### src/rtl/hpc_pkg.sv
package hpc_pkg;

  typedef enum logic {
    MODE_LOW  = 1'b0,
    MODE_HIGH = 1'b1
  } line_mode_e;

  // Phase increment per system clock: two toggles per output period.
  function automatic int unsigned step_for(input line_mode_e m,
                                           input int unsigned n_lo,
                                           input int unsigned n_hi);
    return (m == MODE_HIGH) ? 2 * n_hi : 2 * n_lo;
  endfunction

endpackage

### src/rtl/hpc_sync_edge.sv
module hpc_sync_edge #(
  parameter int STAGES = 2
) (
  input  logic clk,
  input  logic rst_n,
  input  logic async_n,
  output logic fall
);
  localparam int LAST = STAGES;

  logic [LAST:0] pipe_q;

  always_ff @(posedge clk or negedge rst_n) begin
    if (!rst_n) begin
      pipe_q <= '1;
    end else begin
      pipe_q <= {pipe_q[LAST-1:0], async_n};
    end
  end

  // Older sample high, newer sample low: one falling edge.
  assign fall = pipe_q[LAST] & ~pipe_q[LAST-1];

endmodule

### src/rtl/hpc_line_meter.sv
module hpc_line_meter #(
  parameter int CNT_W      = 16,
  parameter int MIN_PERIOD = 192
) (
  input  logic             clk,
  input  logic             rst_n,
  input  logic             fall,
  output logic [CNT_W-1:0] period_q,
  output logic             lock_q
);
  localparam logic [CNT_W-1:0] FLOOR = CNT_W'(MIN_PERIOD);

  logic [CNT_W-1:0] cnt_q;
  logic             seen_q;
  logic             full;
  logic [CNT_W-1:0] span;
  logic             span_ok;

  assign full    = &cnt_q;
  assign span    = cnt_q + 1'b1;
  assign span_ok = seen_q && !full && (span >= FLOOR);

  always_ff @(posedge clk or negedge rst_n) begin
    if (!rst_n) begin
      cnt_q <= '0;
    end else if (fall) begin
      cnt_q <= '0;
    end else if (!full) begin
      cnt_q <= cnt_q + 1'b1;
    end
  end

  always_ff @(posedge clk or negedge rst_n) begin
    if (!rst_n) begin
      seen_q   <= 1'b0;
      lock_q   <= 1'b0;
      period_q <= '0;
    end else if (fall) begin
      seen_q <= 1'b1;
      lock_q <= span_ok;
      if (span_ok) begin
        period_q <= span;
      end
    end
  end

endmodule

### src/rtl/hpc_phase_acc.sv
module hpc_phase_acc
  import hpc_pkg::*;
#(
  parameter int CNT_W = 16,
  parameter int N_LO  = 32,
  parameter int N_HI  = 48
) (
  input  logic             clk,
  input  logic             rst_n,
  input  logic             fall,
  input  logic             lock,
  input  line_mode_e       mode,
  input  logic [CNT_W-1:0] period,
  output logic             clk_q,
  output logic             acc_zero
);
  localparam int ACC_W = CNT_W + 1;
  localparam logic [ACC_W-1:0] STEP_LO = ACC_W'(2 * N_LO);
  localparam logic [ACC_W-1:0] STEP_HI = ACC_W'(2 * N_HI);

  logic [ACC_W-1:0] acc_q;
  logic [ACC_W-1:0] step;
  logic [ACC_W-1:0] sum;
  logic [ACC_W-1:0] per_ext;
  logic             wrap;

  assign step    = (mode == MODE_HIGH) ? STEP_HI : STEP_LO;
  assign sum     = acc_q + step;
  assign per_ext = {1'b0, period};
  assign wrap    = (sum >= per_ext);

  always_ff @(posedge clk or negedge rst_n) begin
    if (!rst_n) begin
      acc_q <= '0;
      clk_q <= 1'b0;
    end else if (fall || !lock) begin
      acc_q <= '0;
      clk_q <= 1'b0;
    end else if (wrap) begin
      acc_q <= sum - per_ext;
      clk_q <= ~clk_q;
    end else begin
      acc_q <= sum;
    end
  end

  assign acc_zero = (acc_q == '0);

endmodule

### src/rtl/hsync_pwm_clkgen.sv
module hsync_pwm_clkgen
  import hpc_pkg::*;
#(
  parameter int CNT_W       = 16,
  parameter int N_LO        = 32,
  parameter int N_HI        = 48,
  parameter int SYNC_STAGES = 2
) (
  input  logic clk,
  input  logic rst_n,
  input  logic hsync_n,
  input  logic cfg_clk_en,
  input  logic cfg_mode,
  input  logic win_active,
  input  logic pix_active,
  output logic pwm_tone_pin,
  output logic lock_valid
);
  localparam int MIN_PERIOD = 4 * N_HI;

  logic             fall_evt;
  logic [CNT_W-1:0] period_q;
  logic             act_en;
  line_mode_e       act_mode;
  logic             clk_q;
  logic             acc_zero;
  logic             tone;

  hpc_sync_edge #(.STAGES(SYNC_STAGES)) u_edge (
    .clk     (clk),
    .rst_n   (rst_n),
    .async_n (hsync_n),
    .fall    (fall_evt)
  );

  hpc_line_meter #(.CNT_W(CNT_W), .MIN_PERIOD(MIN_PERIOD)) u_meter (
    .clk      (clk),
    .rst_n    (rst_n),
    .fall     (fall_evt),
    .period_q (period_q),
    .lock_q   (lock_valid)
  );

  // Configuration is taken only at line start.
  always_ff @(posedge clk or negedge rst_n) begin
    if (!rst_n) begin
      act_en   <= 1'b0;
      act_mode <= MODE_LOW;
    end else if (fall_evt) begin
      act_en   <= cfg_clk_en;
      act_mode <= line_mode_e'(cfg_mode);
    end
  end

  hpc_phase_acc #(.CNT_W(CNT_W), .N_LO(N_LO), .N_HI(N_HI)) u_phase (
    .clk      (clk),
    .rst_n    (rst_n),
    .fall     (fall_evt),
    .lock     (lock_valid),
    .mode     (act_mode),
    .period   (period_q),
    .clk_q    (clk_q),
    .acc_zero (acc_zero)
  );

  assign tone         = win_active & ~pix_active;
  assign pwm_tone_pin = act_en ? clk_q : tone;

endmodule

### config.mk
export PLATFORM = sky130hd
export DESIGN_NAME = hsync_pwm_clkgen
export DESIGN_NICKNAME = d
export VERILOG_FILES = /design/src/rtl/hpc_pkg.sv /design/src/rtl/hpc_sync_edge.sv /design/src/rtl/hpc_line_meter.sv /design/src/rtl/hpc_phase_acc.sv /design/src/rtl/hsync_pwm_clkgen.sv
export SDC_FILE = /design/constraint.sdc
export NUM_CORES = 1
export LEC_CHECK = 0
export ABC_AREA = 0
export BUFFER_PORTS_ARGS = -buffer_cell sky130_fd_sc_hd__buf_2
export CAP_MARGIN = 10
export CORE_MARGIN = 1
export CORE_UTILIZATION = 40
export DETAILED_ROUTE_END_ITERATION = 8
export PLACE_DENSITY_LB_ADDON = 0.12
export SLEW_MARGIN = 10
export SYNTH_ARGS = -nofsm -noshare
export SYNTH_HDL_FRONTEND = slang
export SYNTH_HIERARCHICAL = 1
export SYNTH_SLANG_ARGS = --single-unit
### constraint.sdc
create_clock -name clk -period 4.6 [get_ports clk]
set_input_delay 0 -clock clk [delete_from_list [all_inputs] [get_ports clk]]
set_output_delay 0 -clock clk [all_outputs]
set_load 0.005 [all_outputs]
======== After elaboration in Yosys (flattened, before gate mapping) ========
Cells that the tools add are included.
cells by class
  add/subtract/negate cells ............... 3
  $mul .................................... 0
  div/mod/pow operators ................... 0
  $lt $le $gt $ge ......................... 2
  eq/ne operators ......................... 1
  shift operators ......................... 0
  muxes and demuxes ....................... 8
  bitwise logic cells ..................... 5
  reduce and logical (&&, ||, !) cells .... 8
operators with widths
  cell                                                                count
  two-way mux 17 bit                                                  2
  two-way mux 16 bit                                                  2
  adder 17 bit                                                        1
  greater-or-equal comparator 17 x 16 -> 1 bit                        1
  subtractor 17 x 16 -> 17 bit                                        1
  adder 16 x 1 -> 16 bit, second input constant                       1
  greater-or-equal comparator 16 x 8 -> 1 bit, second input constant  1
  AND reduction 16 bit                                                1
  two-way mux 6 bit                                                   1
  two-way mux 1 bit                                                   3
  NOT 1 bit                                                           3
  AND 1 bit                                                           2
  logical AND 1 bit                                                   2
  logical NOT 1 bit                                                   2
  != test 2 x 1 -> 1 bit, second input constant                       1
  AND reduction 2 bit                                                 1
  nonzero test 2 bit                                                  1
  logical OR 1 bit                                                    1
storage, ports and cells
  flip-flop bits (word level) ............. 57
  bits in latches ......................... 0
  bits in writable memories ............... 0
  bits in read-only memories .............. 0
  input bits .............................. 7
  output and inout port bits .............. 2
  logic and storage cells ................. 36
  memories kept ........................... 0

======== Longest topological paths before layout ========
  depth after elaboration ................. 5
  depth in mapped cells ................... 17
  gate-level depth less buffers ........... 15

======== Cells and area by module ========
The synthesis kept the hierarchy.
modules (own cells, without submodules)
  module            instances  cells each  area an instance (um^2)  seq. area each (um^2)
  hpc_phase_acc     1          228         1876.8                   450.4
  hpc_line_meter    1          163         1786.7                   850.8
  hpc_sync_edge     1          4           92.6                     78.8
  hsync_pwm_clkgen  1          7           87.6                     50.0

======== Worst setup path before layout ========
Ideal clock, no wire load.
  path type ............................... reg2reg
  from .................................... register act_mode
  to ...................................... register u_phase.acc_q[4]
  setup time .............................. 0.135 ns
  arrival ................................. 2.941 ns
  data required time ...................... 4.465 ns
  setup slack ............................. 1.524 ns
  cell stages (with the launch flop) ...... 17
  path buffers ............................ 2
  period minus slack after synthesis ...... 3.076 ns
  cells stage by stage .................... dfrtp_1 -> ha_1 -> inv_1 -> ha_1 -> nor2_1 -> and2_1 -> nand4_1 -> xnor2_1 -> ha_1 -> and3_1 -> nand3_1 -> a21oi_2 -> or4_4 -> buf_6 -> buf_6 -> mux2i_1 -> nor2_1
between the ends
  word-level cells in the longest chain between the ends .. 5
ends and longest elaborated chain
  what                                          RTL line                source
  start, declared                               hsync_pwm_clkgen.sv:24  line_mode_e act_mode;
  start signal, assigned                        hsync_pwm_clkgen.sv:51  act_mode <= line_mode_e'(cfg_mode);
  two-way mux 6 bit                             hpc_phase_acc.sv:27     assign step = (mode == MODE_HIGH) ? STEP_HI : STEP_LO;
  adder 17 bit                                  hpc_phase_acc.sv:28     assign sum = acc_q + step;
  greater-or-equal comparator 17 x 16 -> 1 bit  hpc_phase_acc.sv:30     assign wrap = (sum >= per_ext);
  two-way mux 17 bit                            hpc_phase_acc.sv:39     end else if (wrap) begin
  two-way mux 17 bit                            hpc_phase_acc.sv:36     end else if (fall || !lock) begin
  end signal, assigned                          hpc_phase_acc.sv:40     acc_q <= sum - per_ext;
  end signal, assigned                          hpc_phase_acc.sv:43     acc_q <= sum;
  end, declared                                 hpc_phase_acc.sv:21     logic [ACC_W-1:0] acc_q;
No other way between the ends.
A chain may end at the register's enable or synchronous reset.

======== Worst setup path after layout ========
  from .................................... register act_mode
  to ...................................... register u_phase.acc_q[15]
between the ends
  word-level cells in the longest chain between the ends .. 5
  elaborated cells between the ends (all ways) .. 6
  classes of those cells .................. 2 x add/sub; 1 x order compare; 3 x mux
ends and longest elaborated chain
  what                                                                                                 RTL line
  two-way mux 6 bit (*)                                                                                hpc_phase_acc.sv:27
  adder 17 bit (*)                                                                                     hpc_phase_acc.sv:28
  subtractor 17 x 16 -> 17 bit / greater-or-equal comparator 17 x 16 -> 1 bit (equally long branches)  hpc_phase_acc.sv:40, hpc_phase_acc.sv:30
  two-way mux 17 bit (*)                                                                               hpc_phase_acc.sv:39
  two-way mux 17 bit (*)                                                                               hpc_phase_acc.sv:36
Every way passes the cells marked *; elsewhere a longest branch is shown, timed or not.

==> results.py <==
metrics = {
    "clock_network": {
        "post_cts_resized": 0,
        "cts_sinks": 57,
        "h-tree-depth": 3,
        "tritoncts": "built",
        "path_clk_slew_ns": 0.07,
        "insertion_delay_ns": 0.33,
        "cts_buffers": 9,
        "clk_path_buf_depth": 2,
        "root_buffer": "clkbuf_8",
    },
    "floorplanning": {
        "die_h_um": 99.6,
        "dieArea_um2": 9920,
        "io_pins": 9,
        "rows": 35,
        "core_um2": 9240,
        "die_width_um": 99.6,
        "initial_core_util_pct": 41.2,
    },
    "placed_design": {
        "port_buffers": 8,
        "dp.cells": 516,
        "routabilityCongestion": 0.845,
        "dpl_cell_area_um2": 3880,
        "dpl.hpwl_um": 5350,
    },
    "setup_path": {
        "timing.rr.start": "act_mode",
        "endpoint": "u_phase/acc_q[15]",
        "r2r_cells": 14,
        "worstSetupStartpointType": "flop",
        "path_class": "flop to flop",
        "cp_max_fo": 24,
        "worstPathRequired_ns": 4.81,
        "critPathLaunch": "act_mode",
        "arrival_ns": 3.73,
        "r2r_slack_ns": 1.08,
        "cp-end-kind": "flop",
        "r2r-end": "u_phase/acc_q[15]",
    },
    "timing": {
        "period_share_pct": 76.5,
        "rsz0062_at_grt": "false",
        "fmax_ghz": 0.284,
        "finalSetupViolCount": 0,
        "fin_crit_ns": 3.52,
        "hold_viol_final": 0,
        "drv_slew": 0,
        "fin_skew_ns": 0.00881,
        "worst_slew_pin_slew_ns": 0.820,
        "fin_tns_setup_ns": 0,
        "relSlewSlack_pct": 45.4,
    },
    "cells_and_area": {
        "drive_gt1_share_pct": 13.8,
        "fillers": 898,
        "syn_to_final_growth_pct": 8.80,
        "design_area_um2": 4140,
        "final_nets": 429,
        "diodes": 0,
        "layout.cells.non_filler": 536,
    },
    "grt": {
        "overflow": 0,
        "busiest_layer": "met2",
        "grtUsageMet3_pct": 4.29,
        "first_global_vias": 2699,
        "use_met2_pct": 26.7,
        "grt_use_total_pct": 17.0,
        "grt_util_met1_pct": 23.3,
        "grt_max_degree": 58,
        "antenna_found_initial": 0,
        "grt_pass1_wl_um": 13200,
    },
    "routing": {
        "first_iter_violations": 81,
        "postRouteAntennaNets": 0,
        "vias": 2689,
        "wl_um": 7500,
        "wl_per_cell_um": 14.0,
        "via_per_inst": 5.02,
        "dr.pass1.iters": 4,
        "route.detailed.drc": 0,
    },
    "logic_synthesis": {
        "yosysWarnings": 6,
        "syn_area_um2": 3810,
        "syn-num-nets": 423,
        "avgSynthCellArea_um2": 9.62,
        "synthCells": 396,
    },
    "status": {
        "outcome": "finished clean",
    },
    "pwr": {
        "power.density_nw_per_um2": 276,
        "vdd_ir_drop_max_v": 0.000183,
        "power.leakage_nw": 1.82,
    },
    "run": {
        "drv_cap": 0,
    },
    "hold_path": {
        "worstHoldPathType": "input port to flop",
    },
}
-- worst max-delay path, cell delays in order (launching register included) --
cell and delay, ns:
dfrtp_1 0.36, ha_1 0.21, inv_1 0.06, ha_1 0.20
nor2_1 0.16, and2_1 0.21, nand4_1 0.13, xnor2_1 0.24
ha_1 0.34, and3_1 0.21, nand3_1 0.10, a21oi_2 0.04
or4_4 0.71, nor4b_1 0.22, o21bai_1 0.19
-- metrics by stage --
stage	hold slack, ns	setup slack (ns)	power (mW)	utilization [%]
finish	0.318	1.08	1.14	44.8
global route	0.311	0.797	1.20	44.8
CTS	0.309	1.07	1.17	44.8
detailed placement	0.116	1.09	0.628	42.0
global placement	0.119	1.16	0.627	42.0
floorplan	-0.296	1.53	0.597	-
-- worst min path at each step --
stage            start                to  slack [ns]  depth (start not counted)
2_1_floorplan    rst_n            act_en       -0.30                          0
3_3_place_gp   hsync_n  u_edge/pipe_q[0]        0.12                          1
3_5_place_dp   hsync_n  u_edge/pipe_q[0]        0.12                          1
4_1_cts        hsync_n  u_edge/pipe_q[0]        0.31                          2
5_1_grt        hsync_n  u_edge/pipe_q[0]        0.31                          2
6_report       hsync_n  u_edge/pipe_q[0]        0.32                          2
-- cell usage in the layout, fill, tap and decap left out, drive strengths merged, types with 8 or more instances in the layout --
| cell type | count |
|---|---|
| xor2 | 16 |
| nand2b | 9 |
| inv | 37 |
| mux2i | 25 |
| a21oi | 37 |
| ha | 19 |
| o21ai | 15 |
| nand3 | 19 |
| nor2 | 29 |
| dfrtp | 54 |
| xnor2 | 21 |
| clkbuf | 10 |
| nor3 | 8 |
| buf | 9 |
| nand2 | 23 |
-- layout make-up --
cell class	instances	area [µm²]	share of cell area, %
inverter	37	139	3.35
sequential	57	1430	34.5
tap	129	161	3.89
timing repair buffer	13	87.6	2.11
multi-input combinational	284	2110	50.8
clock buffer	10	128	3.08
clock inverter	6	92.6	2.23
-- power by group --
part | internal [mW] | switching, mW
Clock | 0.307 | 0.217
Combinational | 0.0324 | 0.0457
Sequential | 0.518 | 0.0236
-- routing by layer --
| layer | wire (µm) | part of all wire [%] |
|---|---|---|
| met2 | 3440 | 46 |
| met4 | 48 | 0.64 |
| met1 | 3850 | 51 |
| met5 | 0 | 0 |
| met3 | 163 | 2.2 |
-- repair_timing --
| item | 4_1_cts | 5_1_grt |
|---|---|---|
| buffers inserted | 0 | 0 |
| hold buffers | 4 | 0 |
| endpoints found under the hold margin | 57 | 0 |
-- flip-flops by register name, indices dropped and copies added, names as in the netlist --
register	count
u_phase/acc_q	17
u_meter/cnt_q	16
u_meter/period_q	16
u_edge/pipe_q	3
act_en	1
act_mode	1
u_meter/lock_q	1
u_meter/seen_q	1
u_phase/clk_q	1
No activity file was read; power rests on OpenSTA's default activity.
